[src/rtl/wpr_pkg.sv]
package wpr_pkg;
  typedef enum logic [1:0] {
    SDO_PASS    = 2'd0,
    SDO_INHIBIT = 2'd1,
    SDO_READ    = 2'd2
  } sdo_sel_e;
endpackage

[src/rtl/wpr_sync.sv]
module wpr_sync #(
  parameter int W      = 1,
  parameter int STAGES = 2
) (
  input  logic         clk_i,
  input  logic         rst_ni,
  input  logic [W-1:0] d_i,
  output logic [W-1:0] q_o
);
  logic [W-1:0] stg_q [STAGES];

  always_ff @(posedge clk_i or negedge rst_ni) begin
    if (!rst_ni) begin
      for (int i = 0; i < STAGES; i++) stg_q[i] <= '0;
    end else begin
      stg_q[0] <= d_i;
      for (int i = 1; i < STAGES; i++) stg_q[i] <= stg_q[i-1];
    end
  end

  assign q_o = stg_q[STAGES-1];
endmodule

[src/rtl/wpr_frame_ctrl.sv]
module wpr_frame_ctrl #(
  parameter  int NUM_WIPERS = 4,
  parameter  int WIPER_W    = 8,
  localparam int IDX_W      = $clog2(NUM_WIPERS + 1),
  localparam int BIT_W      = $clog2(WIPER_W)
) (
  input  logic                  clk_i,
  input  logic                  rst_ni,
  input  logic                  en_i,
  input  logic                  dir_i,
  input  logic                  sclk_i,
  input  logic                  sdi_i,
  output logic [NUM_WIPERS-1:0] load_o,
  output logic [WIPER_W-1:0]    byte_o,
  output logic [IDX_W-1:0]      rd_idx_o,
  output logic [BIT_W-1:0]      rd_bit_o,
  output logic                  rd_valid_o
);
  localparam int CNT_W = $clog2(WIPER_W + 1);
  localparam logic [CNT_W-1:0] CNT_FULL = CNT_W'(WIPER_W);
  localparam logic [CNT_W-1:0] CNT_LAST = CNT_W'(WIPER_W - 1);
  localparam logic [IDX_W-1:0] IDX_END  = IDX_W'(NUM_WIPERS);

  logic             sclk_q;
  logic             rise, fall;
  logic [CNT_W-1:0] cnt_q;
  logic [IDX_W-1:0] idx_q;
  logic [WIPER_W-1:0] shift_q;
  logic [BIT_W-1:0] cnt_lo;

  assign rise = sclk_i & ~sclk_q;
  assign fall = ~sclk_i & sclk_q;

  always_ff @(posedge clk_i or negedge rst_ni) begin
    if (!rst_ni) sclk_q <= 1'b0;
    else         sclk_q <= sclk_i;
  end

  always_ff @(posedge clk_i or negedge rst_ni) begin
    if (!rst_ni) begin
      cnt_q   <= '0;
      idx_q   <= '0;
      shift_q <= '0;
    end else if (!en_i) begin
      cnt_q <= '0;
      idx_q <= '0;
    end else if (!dir_i) begin
      if (rise && cnt_q != CNT_FULL) begin
        shift_q <= {shift_q[WIPER_W-2:0], sdi_i};
        cnt_q   <= cnt_q + 1'b1;
      end else if (fall && cnt_q == CNT_FULL) begin
        cnt_q <= '0;
        if (idx_q != IDX_END) idx_q <= idx_q + 1'b1;
      end
    end else if (fall && idx_q != IDX_END) begin
      if (cnt_q >= CNT_LAST) begin
        cnt_q <= '0;
        idx_q <= idx_q + 1'b1;
      end else begin
        cnt_q <= cnt_q + 1'b1;
      end
    end
  end

  for (genvar g = 0; g < NUM_WIPERS; g++) begin : g_load
    assign load_o[g] = en_i & ~dir_i & fall & (cnt_q == CNT_FULL) & (idx_q == IDX_W'(g));
  end

  assign cnt_lo     = cnt_q[BIT_W-1:0];
  assign byte_o     = shift_q;
  assign rd_idx_o   = idx_q;
  assign rd_bit_o   = BIT_W'(WIPER_W - 1) - cnt_lo;
  assign rd_valid_o = (idx_q != IDX_END);

  p_idle_clear_r7: assert property (@(posedge clk_i) disable iff (!rst_ni)
    !en_i |=> (cnt_q == '0 && idx_q == '0));
  p_load_on_fall_r3: assert property (@(posedge clk_i) disable iff (!rst_ni)
    (|load_o) |-> (!sclk_i && sclk_q && cnt_q == CNT_FULL));
  p_single_load_r4: assert property (@(posedge clk_i) disable iff (!rst_ni)
    $onehot0(load_o));
  p_cnt_bound_r2: assert property (@(posedge clk_i) disable iff (!rst_ni)
    cnt_q <= CNT_FULL);
  p_idx_sat_r6: assert property (@(posedge clk_i) disable iff (!rst_ni)
    (en_i && idx_q == IDX_END) |=> (idx_q == IDX_END || idx_q == '0));
endmodule

[src/rtl/wpr_wiper_bank.sv]
module wpr_wiper_bank #(
  parameter  int NUM_WIPERS = 4,
  parameter  int WIPER_W    = 8,
  parameter  int TAP_W      = 6,
  localparam int IDX_W      = $clog2(NUM_WIPERS + 1),
  localparam int BIT_W      = $clog2(WIPER_W)
) (
  input  logic                          clk_i,
  input  logic                          rst_ni,
  input  logic [NUM_WIPERS-1:0]         load_i,
  input  logic [WIPER_W-1:0]            byte_i,
  input  logic [IDX_W-1:0]              rd_idx_i,
  input  logic [BIT_W-1:0]              rd_bit_i,
  input  logic                          rd_valid_i,
  output logic [NUM_WIPERS*WIPER_W-1:0] wiper_o,
  output logic [NUM_WIPERS*TAP_W-1:0]   tap_o,
  output logic                          rd_data_o
);
  logic [WIPER_W-1:0] wq [NUM_WIPERS];

  for (genvar g = 0; g < NUM_WIPERS; g++) begin : g_wiper
    always_ff @(posedge clk_i or negedge rst_ni) begin
      if (!rst_ni)        wq[g] <= '0;
      else if (load_i[g]) wq[g] <= byte_i;
    end
    assign wiper_o[g*WIPER_W +: WIPER_W] = wq[g];
    assign tap_o[g*TAP_W +: TAP_W]       = wq[g][TAP_W-1:0];

    p_hold_r5: assert property (@(posedge clk_i) disable iff (!rst_ni)
      !load_i[g] |=> $stable(wq[g]));
  end

  always_comb begin
    rd_data_o = 1'b0;
    if (rd_valid_i) begin
      for (int i = 0; i < NUM_WIPERS; i++) begin
        if (rd_idx_i == IDX_W'(i)) rd_data_o = wq[i][rd_bit_i];
      end
    end
  end
endmodule

[src/rtl/wpr_sdo_mux.sv]
module wpr_sdo_mux
  import wpr_pkg::*;
(
  input  logic en_i,
  input  logic dir_i,
  input  logic sdi_raw_i,
  input  logic rd_data_i,
  output logic sdo_o
);
  sdo_sel_e sel;

  always_comb begin
    if (!en_i)      sel = SDO_PASS;
    else if (dir_i) sel = SDO_READ;
    else            sel = SDO_INHIBIT;
  end

  always_comb begin
    unique case (sel)
      SDO_PASS: sdo_o = sdi_raw_i;
      SDO_READ: sdo_o = rd_data_i;
      default:  sdo_o = 1'b0;
    endcase
  end
endmodule

[src/rtl/serial_wiper_port.sv]
module serial_wiper_port #(
  parameter  int NUM_WIPERS  = 4,
  parameter  int WIPER_W     = 8,
  parameter  int TAP_W       = 6,
  parameter  int SYNC_STAGES = 2,
  localparam int IDX_W       = $clog2(NUM_WIPERS + 1),
  localparam int BIT_W       = $clog2(WIPER_W)
) (
  input  logic                          clk_i,
  input  logic                          rst_ni,
  input  logic                          en_i,
  input  logic                          dir_i,
  input  logic                          sclk_i,
  input  logic                          sdi_i,
  output logic                          sdo_o,
  output logic [NUM_WIPERS*WIPER_W-1:0] wiper_o,
  output logic [NUM_WIPERS*TAP_W-1:0]   tap_o
);
  logic [3:0]            sync_q;
  logic                  en_s, dir_s, sclk_s, sdi_s;
  logic [NUM_WIPERS-1:0] load;
  logic [WIPER_W-1:0]    byte_w;
  logic [IDX_W-1:0]      rd_idx;
  logic [BIT_W-1:0]      rd_bit;
  logic                  rd_valid, rd_data;

  wpr_sync #(.W(4), .STAGES(SYNC_STAGES)) u_sync (
    .clk_i (clk_i),
    .rst_ni(rst_ni),
    .d_i   ({en_i, dir_i, sclk_i, sdi_i}),
    .q_o   (sync_q)
  );
  assign {en_s, dir_s, sclk_s, sdi_s} = sync_q;

  wpr_frame_ctrl #(.NUM_WIPERS(NUM_WIPERS), .WIPER_W(WIPER_W)) u_ctrl (
    .clk_i     (clk_i),
    .rst_ni    (rst_ni),
    .en_i      (en_s),
    .dir_i     (dir_s),
    .sclk_i    (sclk_s),
    .sdi_i     (sdi_s),
    .load_o    (load),
    .byte_o    (byte_w),
    .rd_idx_o  (rd_idx),
    .rd_bit_o  (rd_bit),
    .rd_valid_o(rd_valid)
  );

  wpr_wiper_bank #(.NUM_WIPERS(NUM_WIPERS), .WIPER_W(WIPER_W), .TAP_W(TAP_W)) u_bank (
    .clk_i     (clk_i),
    .rst_ni    (rst_ni),
    .load_i    (load),
    .byte_i    (byte_w),
    .rd_idx_i  (rd_idx),
    .rd_bit_i  (rd_bit),
    .rd_valid_i(rd_valid),
    .wiper_o   (wiper_o),
    .tap_o     (tap_o),
    .rd_data_o (rd_data)
  );

  wpr_sdo_mux u_mux (
    .en_i     (en_s),
    .dir_i    (dir_s),
    .sdi_raw_i(sdi_i),
    .rd_data_i(rd_data),
    .sdo_o    (sdo_o)
  );

  p_write_inhibit_r9: assert property (@(posedge clk_i) disable iff (!rst_ni)
    (en_s && !dir_s) |-> !sdo_o);
  p_pass_through_r8: assert property (@(posedge clk_i) disable iff (!rst_ni)
    !en_s |-> (sdo_o == sdi_i));
  p_disabled_hold_r12: assert property (@(posedge clk_i) disable iff (!rst_ni)
    !en_s |=> $stable(wiper_o));
  p_read_end_r10: assert property (@(posedge clk_i) disable iff (!rst_ni)
    (en_s && dir_s && !rd_valid) |-> !sdo_o);
endmodule

[config.mk]
export PLATFORM = sky130hd
export DESIGN_NAME = serial_wiper_port
export DESIGN_NICKNAME = d
export VERILOG_FILES = /design/src/rtl/wpr_pkg.sv /design/src/rtl/wpr_sync.sv /design/src/rtl/wpr_frame_ctrl.sv /design/src/rtl/wpr_wiper_bank.sv /design/src/rtl/wpr_sdo_mux.sv /design/src/rtl/serial_wiper_port.sv
export SDC_FILE = /design/constraint.sdc
export NUM_CORES = 1
export LEC_CHECK = 0
export BUFFER_PORTS_ARGS = -buffer_cell sky130_fd_sc_hd__buf_2
export CAP_MARGIN = 20
export CORE_ASPECT_RATIO = 0.6
export CORE_UTILIZATION = 58
export CTS_CLUSTER_DIAMETER = 120
export DETAILED_ROUTE_END_ITERATION = 10
export PLACE_DENSITY = 0.85
export SYNTH_ARGS = -nofsm -noshare
export SYNTH_HDL_FRONTEND = slang
export SYNTH_SLANG_ARGS = --single-unit
[constraint.sdc]
create_clock -name clk_i -period 3.7 [get_ports clk_i]
set_input_delay 0.37 -clock clk_i [delete_from_list [all_inputs] [get_ports clk_i]]
set_output_delay 0.37 -clock clk_i [all_outputs]
set_load 0.1 [all_outputs]
After elaboration in Yosys (flattened, before gate mapping)
Cells that the tools add are included.
{"block": "totals", "memories": 0, "wordCells": 77, "register_bits": 56, "romBits": 0, "latchBits": 0, "ram_bits": 0, "out_inout_bits": 57, "input_bits": 6}
{"block": "op_classes", "shift": 0, "addsub": 3, "div_mod_pow": 0, "magnitude_cmp": 2, "bitwise_logic": 12, "muxes": 29, "eq_ne": 13, "reduce_logical": 8, "n_mul": 0}
{"operator": "4-bit two-way mux", "count": 6}
{"operator": "3-bit two-way mux", "count": 7}
{"operator": "1-bit binary-select mux with 3-bit select", "count": 4}
{"operator": "1-bit bitwise AND", "count": 9}
{"operator": "1-bit two-way mux", "count": 9}
{"operator": "3-bit by 2-bit inequality test with 1-bit output (second input constant)", "count": 3}
{"operator": "3-bit inequality test (second input constant)", "count": 3}
{"operator": "3-bit by 2-bit equality test with 1-bit output (second input constant)", "count": 2}
{"operator": "5-bit AND reduction", "count": 1}
{"operator": "4-bit by 1-bit adder with 4-bit output (second input constant)", "count": 1}
{"operator": "4-bit equality test (second input constant)", "count": 1}
{"operator": "4-bit by 3-bit greater-or-equal comparator with 1-bit output (second input constant)", "count": 1}
{"operator": "3-bit by 4-bit less-than comparator with 1-bit output (second input constant)", "count": 1}
{"operator": "2-bit two-way mux", "count": 2}
{"operator": "4-bit by 2-bit inequality test with 1-bit output (second input constant)", "count": 1}
{"operator": "4-bit inequality test (second input constant)", "count": 1}
{"operator": "3-bit by 1-bit adder with 3-bit output (second input constant)", "count": 1}
{"operator": "3-bit by 1-bit equality test with 1-bit output (second input constant)", "count": 1}
{"operator": "1-bit logical AND", "count": 3}
{"operator": "3-bit zero test", "count": 1}
{"operator": "1-bit inverter", "count": 3}
{"operator": "3-bit AND reduction", "count": 1}
{"operator": "3-bit subtractor (first input constant)", "count": 1}
{"operator": "2-bit equality test (second input constant)", "count": 1}
{"operator": "other kinds (3)", "count": 3}

Depth between registers and ports, before layout
Gate-level depths: netlist of run 1.
{"block": "logic_depth", "ltp_word": 9, "mapped_depth": 9, "ltp_nobuf": 7}

Modules after synthesis
A second synthesis of run 1 with hierarchy kept.
{"block": "hier_totals", "cells_unflattened": 205, "area_unflattened_um2": 2821.5}
{"mod": "wpr_wiper_bank", "area_each_um2": 1671.6, "cells_each": 113, "seq_area_each_um2": 800.8, "n_inst": 1}
{"mod": "wpr_frame_ctrl", "area_each_um2": 905.9, "cells_each": 77, "seq_area_each_um2": 400.4, "n_inst": 1}
{"mod": "wpr_sync", "area_each_um2": 230.2, "cells_each": 12, "seq_area_each_um2": 200.2, "n_inst": 1}
{"mod": "wpr_sdo_mux", "area_each_um2": 13.8, "cells_each": 3, "seq_area_each_um2": 0.0, "n_inst": 1}

Worst setup path after synthesis of run 1
OpenSTA, ideal clock, no wires.
{"block": "synth_timing", "kind": "flip-flop to output port", "startpoint": "reg u_bank.wq (netlist bit u_bank.tap_o[2])", "endpoint": "out sdo_o", "path_stages_with_launch": 6, "setup_slack_ns": 0.187, "required_time_ns": 3.330, "t_arrival_ns": 3.143, "n_path_buf": 0, "cell_sequence": "dfrtp_1 mux4_1 mux2_2 and4b_1 a31oi_1 a21oi_1"}
{"block": "synth_via", "elab_chain_len": 8}
{"item": "from (decl)", "line": "wpr_wiper_bank.sv:19", "rtl": "logic [WIPER_W-1:0] wq [NUM_WIPERS];"}
{"item": "from (signal, indexed assignment)", "line": "wpr_wiper_bank.sv:24", "rtl": "else if (load_i[g]) wq[g] <= byte_i;"}
{"item": "1-bit binary-select mux with 3-bit select", "line": "wpr_wiper_bank.sv:37", "rtl": "if (rd_idx_i == IDX_W'(i)) rd_data_o = wq[i][rd_bit_i];"}
{"item": "1-bit two-way mux (implied by the code)", "line": "wpr_wiper_bank.sv:37"}
{"item": "1-bit two-way mux (4 in a row)", "line": "wpr_wiper_bank.sv:37"}
{"item": "1-bit two-way mux", "line": "wpr_wiper_bank.sv:35", "rtl": "if (rd_valid_i) begin"}
{"item": "1-bit one-hot mux with 2 select lines", "line": "wpr_sdo_mux.sv:19", "rtl": "unique case (sel)"}
{"item": "to (decl)", "line": "serial_wiper_port.sv:15", "rtl": "output logic sdo_o,"}
Every way passes these cells. The select of a mux whose other input is x is not followed.

Worst setup path in the final report of run 1
{"block": "layout_timing", "startpoint": "reg u_ctrl.cnt_q[0]", "endpoint": "out sdo_o"}
{"block": "layout_via", "elab_chain_len": 9, "elab_cells_between_ends": 15, "cone_classes": "add/sub: 1; mux: 14"}
{"item": "from (decl)", "line": "wpr_frame_ctrl.sv:26", "rtl": "logic [CNT_W-1:0] cnt_q;"}
{"item": "from (signal assigned)", "line": "wpr_frame_ctrl.sv:50", "rtl": "cnt_q <= cnt_q + 1'b1;"}
{"item": "from (signal assigned)", "line": "wpr_frame_ctrl.sv:60", "rtl": "cnt_q <= cnt_q + 1'b1;"}
{"item": "3-bit subtractor *", "line": "wpr_frame_ctrl.sv:72", "rtl": "assign rd_bit_o = BIT_W'(WIPER_W - 1) - cnt_lo;"}
{"item": "1-bit binary-select mux with 3-bit select", "line": "wpr_wiper_bank.sv:37"}
{"item": "1-bit two-way mux (implied by the code)", "line": "wpr_wiper_bank.sv:37"}
{"item": "1-bit two-way mux (3 in a row)", "line": "wpr_wiper_bank.sv:37"}
{"item": "1-bit two-way mux *", "line": "wpr_wiper_bank.sv:37"}
{"item": "1-bit two-way mux *", "line": "wpr_wiper_bank.sv:35"}
{"item": "1-bit one-hot mux with 2 select lines *", "line": "wpr_sdo_mux.sv:19"}
Every way passes the cells marked *; elsewhere a longest branch is shown, timed or not. The select of a mux whose other input is x is not followed.

==> flow_summary.toml, run 1 <==
[outcome]
outcome = "complete, no violations"

[detailed_routing]
drt-total-wl_mm = 5.707
drtAntennaViolNets = 0
vias = 1855
avgRoutedWirePerCell_microns = 17.89
drcViolationCount = 0
avgViaCountPerCell = 5.815
drtIter0Drc = 110
drt_pre_antenna_iters = 4

[logic_synthesis]
synth_top_area_frac = 0.5109
synth_area_leaders = "dfrtp_1 51%, mux2_2 18%, buf_4 6.6%"
ys_warn_count = 0
ys_types = 32
synth.net_count = 229
yosysSeqAreaShare = 0.5109
yosysTopAreaCell = "dfrtp_1"
syn_area_per_cell_sq_um = 12.70
synth_cells = 216
syn_area_sq_mm = 0.002743
ys_ff_latch = 56

[power_and_ir_drop]
p_leak_nw = 1.650
irDropWorstVdd_v = 0.0002999
total_power_mw = 1.219
p_per_area_mw_per_mm2 = 399.3

[sta]
tightest_slew_ps = 647.2
rsz0062_at_grt = "false"
slew_headroom = 0.5662
timing.fmax_ghz = 0.3254
fin_crit_sh = 0.8305
setup_viol = 0
finalMaxSlewViolations = 0
hold_violations = 0
finClkSkew_ps = 10.15
min_period_ps = 3073
setup_tns_ps = 0

[job]
maxCapViolCount = 0

[placed_design]
placed_area_sq_mm = 0.002933
port_buffers = 62
hpwl_mm = 4.242
routabilityCongestion = 0.9349

[floorplanning]
io_pins = 63
fp.coreArea_sq_mm = 0.004324
rows = 18
die_h_microns = 55.27
die_area_sq_mm = 0.005017
floorplan.initialDensity = 0.6343
die_w_microns = 90.78

[layout]
antenna_cells = 0
seqCellArea_sq_mm = 0.001401
final_cell_mix = "62 x buf_2, 56 x dfrtp_1, 43 x mux2_2"
layout.nets = 271
areaGrowthSynthToFinish_pct = 11.36
finish.instance_area_sq_mm = 0.003054
layout-drive-gt1-share = 0.4517
final_common_cell = "buf_2"
fill_cells = 325
multi_input_area_sq_mm = 0.001101

[clock_network]
cts_tree = "done"
cts_root_buffer = "clkbuf_8"
clockBufferDepth = 2
cts_max_level = 2
cts-resized-gates = 0
cts_setup_buffers = 0
clkLatencyLatePin_ps = 320
clk_pin_slew_worst_paths_ps = 100
cts_buffers = 5
postCtsHoldBufs = 0
cts_sinks = 56

[critical_path]
critPathMaxFanout = 9
ff2ff_path_depth = 7
reg2reg_slack_ps = 1390
start_kind = "register"
critPathArrivalTime_ps = 2700
critPathKind = "reg2out"
end_kind = "output pin"
timing.rr.end = "u_ctrl.cnt_q[2]"
timing.rr.start = "u_ctrl.cnt_q[1]"
required_ps = 3330

[grt]
grt_overflow = 0
grt_max_degree = 30
grt_pass1_wl_mm = 9.363
antenna_found_initial = 0
grt_usage = 0.2470
first_global_vias = 1754

[min_path]
hp-class = "in2async"
-- power by group --
part	internal (mW)	switching, mW	total [mW]
logic	0.0484	0.0636	0.112
registers	0.643	0.0464	0.690
clock network	0.221	0.196	0.418
-- how the worst max path moves through the flow --
stage	slack, ps	to	startpoint
floorplan	190	sdo_o	u_bank.tap_o[2]
global placement	1070	sdo_o	u_ctrl.cnt_q[0]
detailed placement	990	sdo_o	u_ctrl.cnt_q[0]
CTS	610	sdo_o	u_ctrl.cnt_q[0]
global route	520	sdo_o	u_ctrl.cnt_q[0]
finish	630	sdo_o	u_ctrl.cnt_q[0]
-- sequential cells by signal (all words and copies together), names as in the netlist --
name             count
u_bank.tap_o        24
u_bank.wiper_o       8
u_ctrl.byte_o        8
u_ctrl.cnt_q         4
u_ctrl.rd_idx_o      3
u_ctrl.sclk_q        1
u_sync.q_o           4
u_sync.stg_q         4
-- metal layers --
layer | part of all wire | wire length, microns | GRT usage
met1 | 0.47 | 2678 | 0.3643
met2 | 0.44 | 2532 | 0.3582
met3 | 0.070 | 400 | 0.06198
met4 | 0.017 | 96 | 0.08617
met5 | 0 | 0 | 0
-- per-stage QoR --
step                        util  std cells  hold WS, ps  setup WS [ps]
final                     0.7063        319        63.44          627.1
after global routing      0.7063        319        97.99          520.5
after CTS                 0.7063        319        75.73          608.1
after detailed placement  0.6782        311        339.5          987.2
after global placement    0.6782        311        336.2           1067
after floorplan                -        216        74.41          187.4
-- logic make-up after synthesis --
logic type | Yosys count | share of synthesized area
adder cells (fa/ha/maj) | 7 | 0.03193
buffers and inverters | 37 | 0.08759
multiplexers | 56 | 0.2464
AO/OA/AOI/OAI | 16 | 0.03467
AND/OR/NAND/NOR | 44 | 0.08850
flip-flops | 56 | 0.5109
-- cells in the mapped netlist, drive strengths merged --
library cell and number:
dfrtp 56, mux2 43, buf 28, nand2 12, mux2i 9, inv 8, ha 7, nand3 6
nor2 6, o21ai 6, a21oi 4, mux4 4, nor2b 4, nand4 3, a22oi 2, a31oi 2
nand3b 2, nor3 2, nor3b 2, and2 1, and3b 1, and4b 1, clkbuf 1, nand2b 1
nand4b 1, nor4b 1, o2111a 1, o22ai 1, or3 1
-- worst max-delay path: stages (launching register included) --
cell	delay [ps]
dfrtp_1	550
buf_4	270
mux4_1	590
mux2_2	270
and4b_1	180
a31oi_1	130
a21oi_1	90
buf_2	300
-- area by class of cell --
type	instances	area share
Tap cell	60	0.02458
Timing Repair Buffer	64	0.1065
Clock inverter	2	0.01270
Sequential cell	56	0.4588
Inverter	8	0.009832
Multi-Input combinational cell	123	0.3605
Clock buffer	6	0.02704
No activity file was read; power rests on OpenSTA's default activity.
==> inputs of run 2 (changes only) <==
--- a/config.mk
+++ b/config.mk
@@ -8,10 +8,10 @@
 export BUFFER_PORTS_ARGS = -buffer_cell sky130_fd_sc_hd__buf_2
 export CAP_MARGIN = 20
 export CORE_ASPECT_RATIO = 0.6
-export CORE_UTILIZATION = 58
+export CORE_UTILIZATION = 48
 export CTS_CLUSTER_DIAMETER = 120
 export DETAILED_ROUTE_END_ITERATION = 10
-export PLACE_DENSITY = 0.85
+export PLACE_DENSITY = 0.75
 export SYNTH_ARGS = -nofsm -noshare
 export SYNTH_HDL_FRONTEND = slang
 export SYNTH_SLANG_ARGS = --single-unit
==> constraint.sdc (replaced) <==
create_clock -name clk_i -period 2.8 [get_ports clk_i]
set_input_delay 0.28 -clock clk_i [delete_from_list [all_inputs] [get_ports clk_i]]
set_output_delay 0.28 -clock clk_i [all_outputs]
set_load 0.1 [all_outputs]
==> flow_summary.toml, run 2 (synthesized netlist as in run 1, its figures left out) <==
[critical_path]
critPathSlowestCell = "mux4_2"
ff2ff_path_depth = 8
critPathArrivalTime_ps = 2440
critPathKind = "reg2out"
critPathMaxFanout = 14
slowest_delay_ps = 540
crit_chain = "buf_4 > mux4_2 > o2111a_1 > nor3_2 > a21oi_4 > buf_2"
required_ps = 2520
end_kind = "output pin"
start_kind = "register"

[sta]
setup_viol = 0
layout_setup_ws_ps = 81.47
slew_headroom = 0.4915
min_period_ps = 2719
hold_violations = 0
tightest_slew_ps = 762.7
timing.fmax_ghz = 0.3678
fin_crit_sh = 0.9709
setup_tns_ps = 0
finalMaxSlewViolations = 0
finClkSkew_ps = 8.918

[layout]
layout.nets = 273
final_util = 0.5827
final_cell_mix = "62 x buf_2, 56 x dfrtp_1, 43 x mux2_2"
antenna_cells = 0
layout-drive-gt1-share = 0.4598
final_common_cell = "buf_2"
areaGrowthSynthToFinish_pct = 12.18
fill_cells = 460
finish.instance_area_sq_mm = 0.003077
largest_reg_flops = 24

[power_and_ir_drop]
seqPwrFrac = 0.606
switchingPower_mw = 0.4084
p_comb_frac = 0.104
p_int_mw = 1.097
p_clk_frac = 0.291
p_per_area_mw_per_mm2 = 489.3
p_leak_nw = 1.644
swShare = 0.2713
irDropWorstVdd_v = 0.0002648

[clock_network]
cts-resized-gates = 0
cts_sinks = 56
cts_root_buffer = "clkbuf_8"
clkLatencyLatePin_ps = 310
cts_max_level = 2
cts_buffers = 5
clockBufferDepth = 2
cts_setup_buffers = 0
cts_tree = "done"
postCtsHoldBufs = 0
clk_pin_slew_worst_paths_ps = 100

[detailed_routing]
drt_pre_antenna_iters = 4
avgViaCountPerCell = 5.438
vias = 1838
drcViolationCount = 0
drtIter0Drc = 81
avgRoutedWirePerCell_microns = 17.36
drt-total-wl_mm = 5.867
drtAntennaViolNets = 0

[floorplanning]
die_h_microns = 60.55
fp.coreArea_sq_mm = 0.005280
die_w_microns = 99.59
io_pins = 63
rows = 20
die_area_sq_mm = 0.006030
floorplan.initialDensity = 0.5194

[grt]
grt_pass1_wl_mm = 9.618
first_global_vias = 1796
grt_max_degree = 35
antenna_found_initial = 0
grt_overflow = 0
grt_usage = 0.2133

[job]
maxCapViolCount = 0

[placed_design]
dp_slack_ps = 360.9
placed_area_sq_mm = 0.002980
routabilityCongestion = 0.8307
hpwl_mm = 4.375
port_buffers = 62

[min_path]
hp-class = "in2async"

[outcome]
outcome = "complete, no violations"
-- run 2: cell count changes in the layout (fill, tap and decap cells not counted), sizes merged --
cell / previous run / this run
bufinv: 1 / 0
clkbuf: 6 / 7
buf: 64 / 66
-- run 2: through the flow --
step	instances	power [mW]	hold slack, ps
floorplan	216	1.016	-15.59
global placement	330	1.074	333.9
detailed placement	330	1.082	338.7
CTS	338	1.511	50.90
global route	338	1.572	59.30
finish	338	1.505	33.02
-- run 2: routing by layer --
metal,GRT usage,up-vias,part of all wire
li1,-,830,-
met1,0.3233,929,0.49
met2,0.3244,73,0.44
met3,0.04032,6,0.066
met4,0.04412,0,0.0032
met5,0,-,0
-- run 2: cell type report --
cell class | count | area [sq um] | area share
Inverter | 8 | 30.03 | 0.009760
Sequential cell | 56 | 1401 | 0.4555
Timing Repair Buffer | 66 | 340.3 | 0.1106
Multi-Input combinational cell | 123 | 1124 | 0.3652
Tap cell | 77 | 96.34 | 0.03131
Clock inverter | 1 | 8.758 | 0.002847
Clock buffer | 7 | 76.32 | 0.02481
-- run 2: path summary, 6_finish.rpt --
check,endpoint,from,slack [ps]
worst max register to register,u_bank.tap_o[8],u_ctrl.cnt_q[0],550
worst max-delay path,sdo_o,u_ctrl.cnt_q[0],80
worst min-delay path,u_bank.tap_o[22],rst_ni,30
min in group clk_i,u_sync.stg_q[7],en_i,80
max in group asynchronous,u_bank.wiper_o[30],rst_ni,2100
worst min register to register,u_sync.q_o[1],u_sync.stg_q[5],360
-- run 2: power groups by stage --
stage                     sequential, mW  combinational [mW]  clock [mW]
after floorplan                    0.900               0.116           0
final                              0.912               0.156       0.438
after global routing               0.921               0.176       0.475
after global placement             0.924               0.150           0
after CTS                          0.911               0.155       0.444
after detailed placement           0.928               0.154           0
-- run 2: critical path, delay by kind of cell (launching register included) --
family | cells | cell delay [ps]
buf+inv | 2 | 560
mux | 1 | 540
flops | 1 | 440
compound gates | 2 | 330
simple gates | 1 | 250
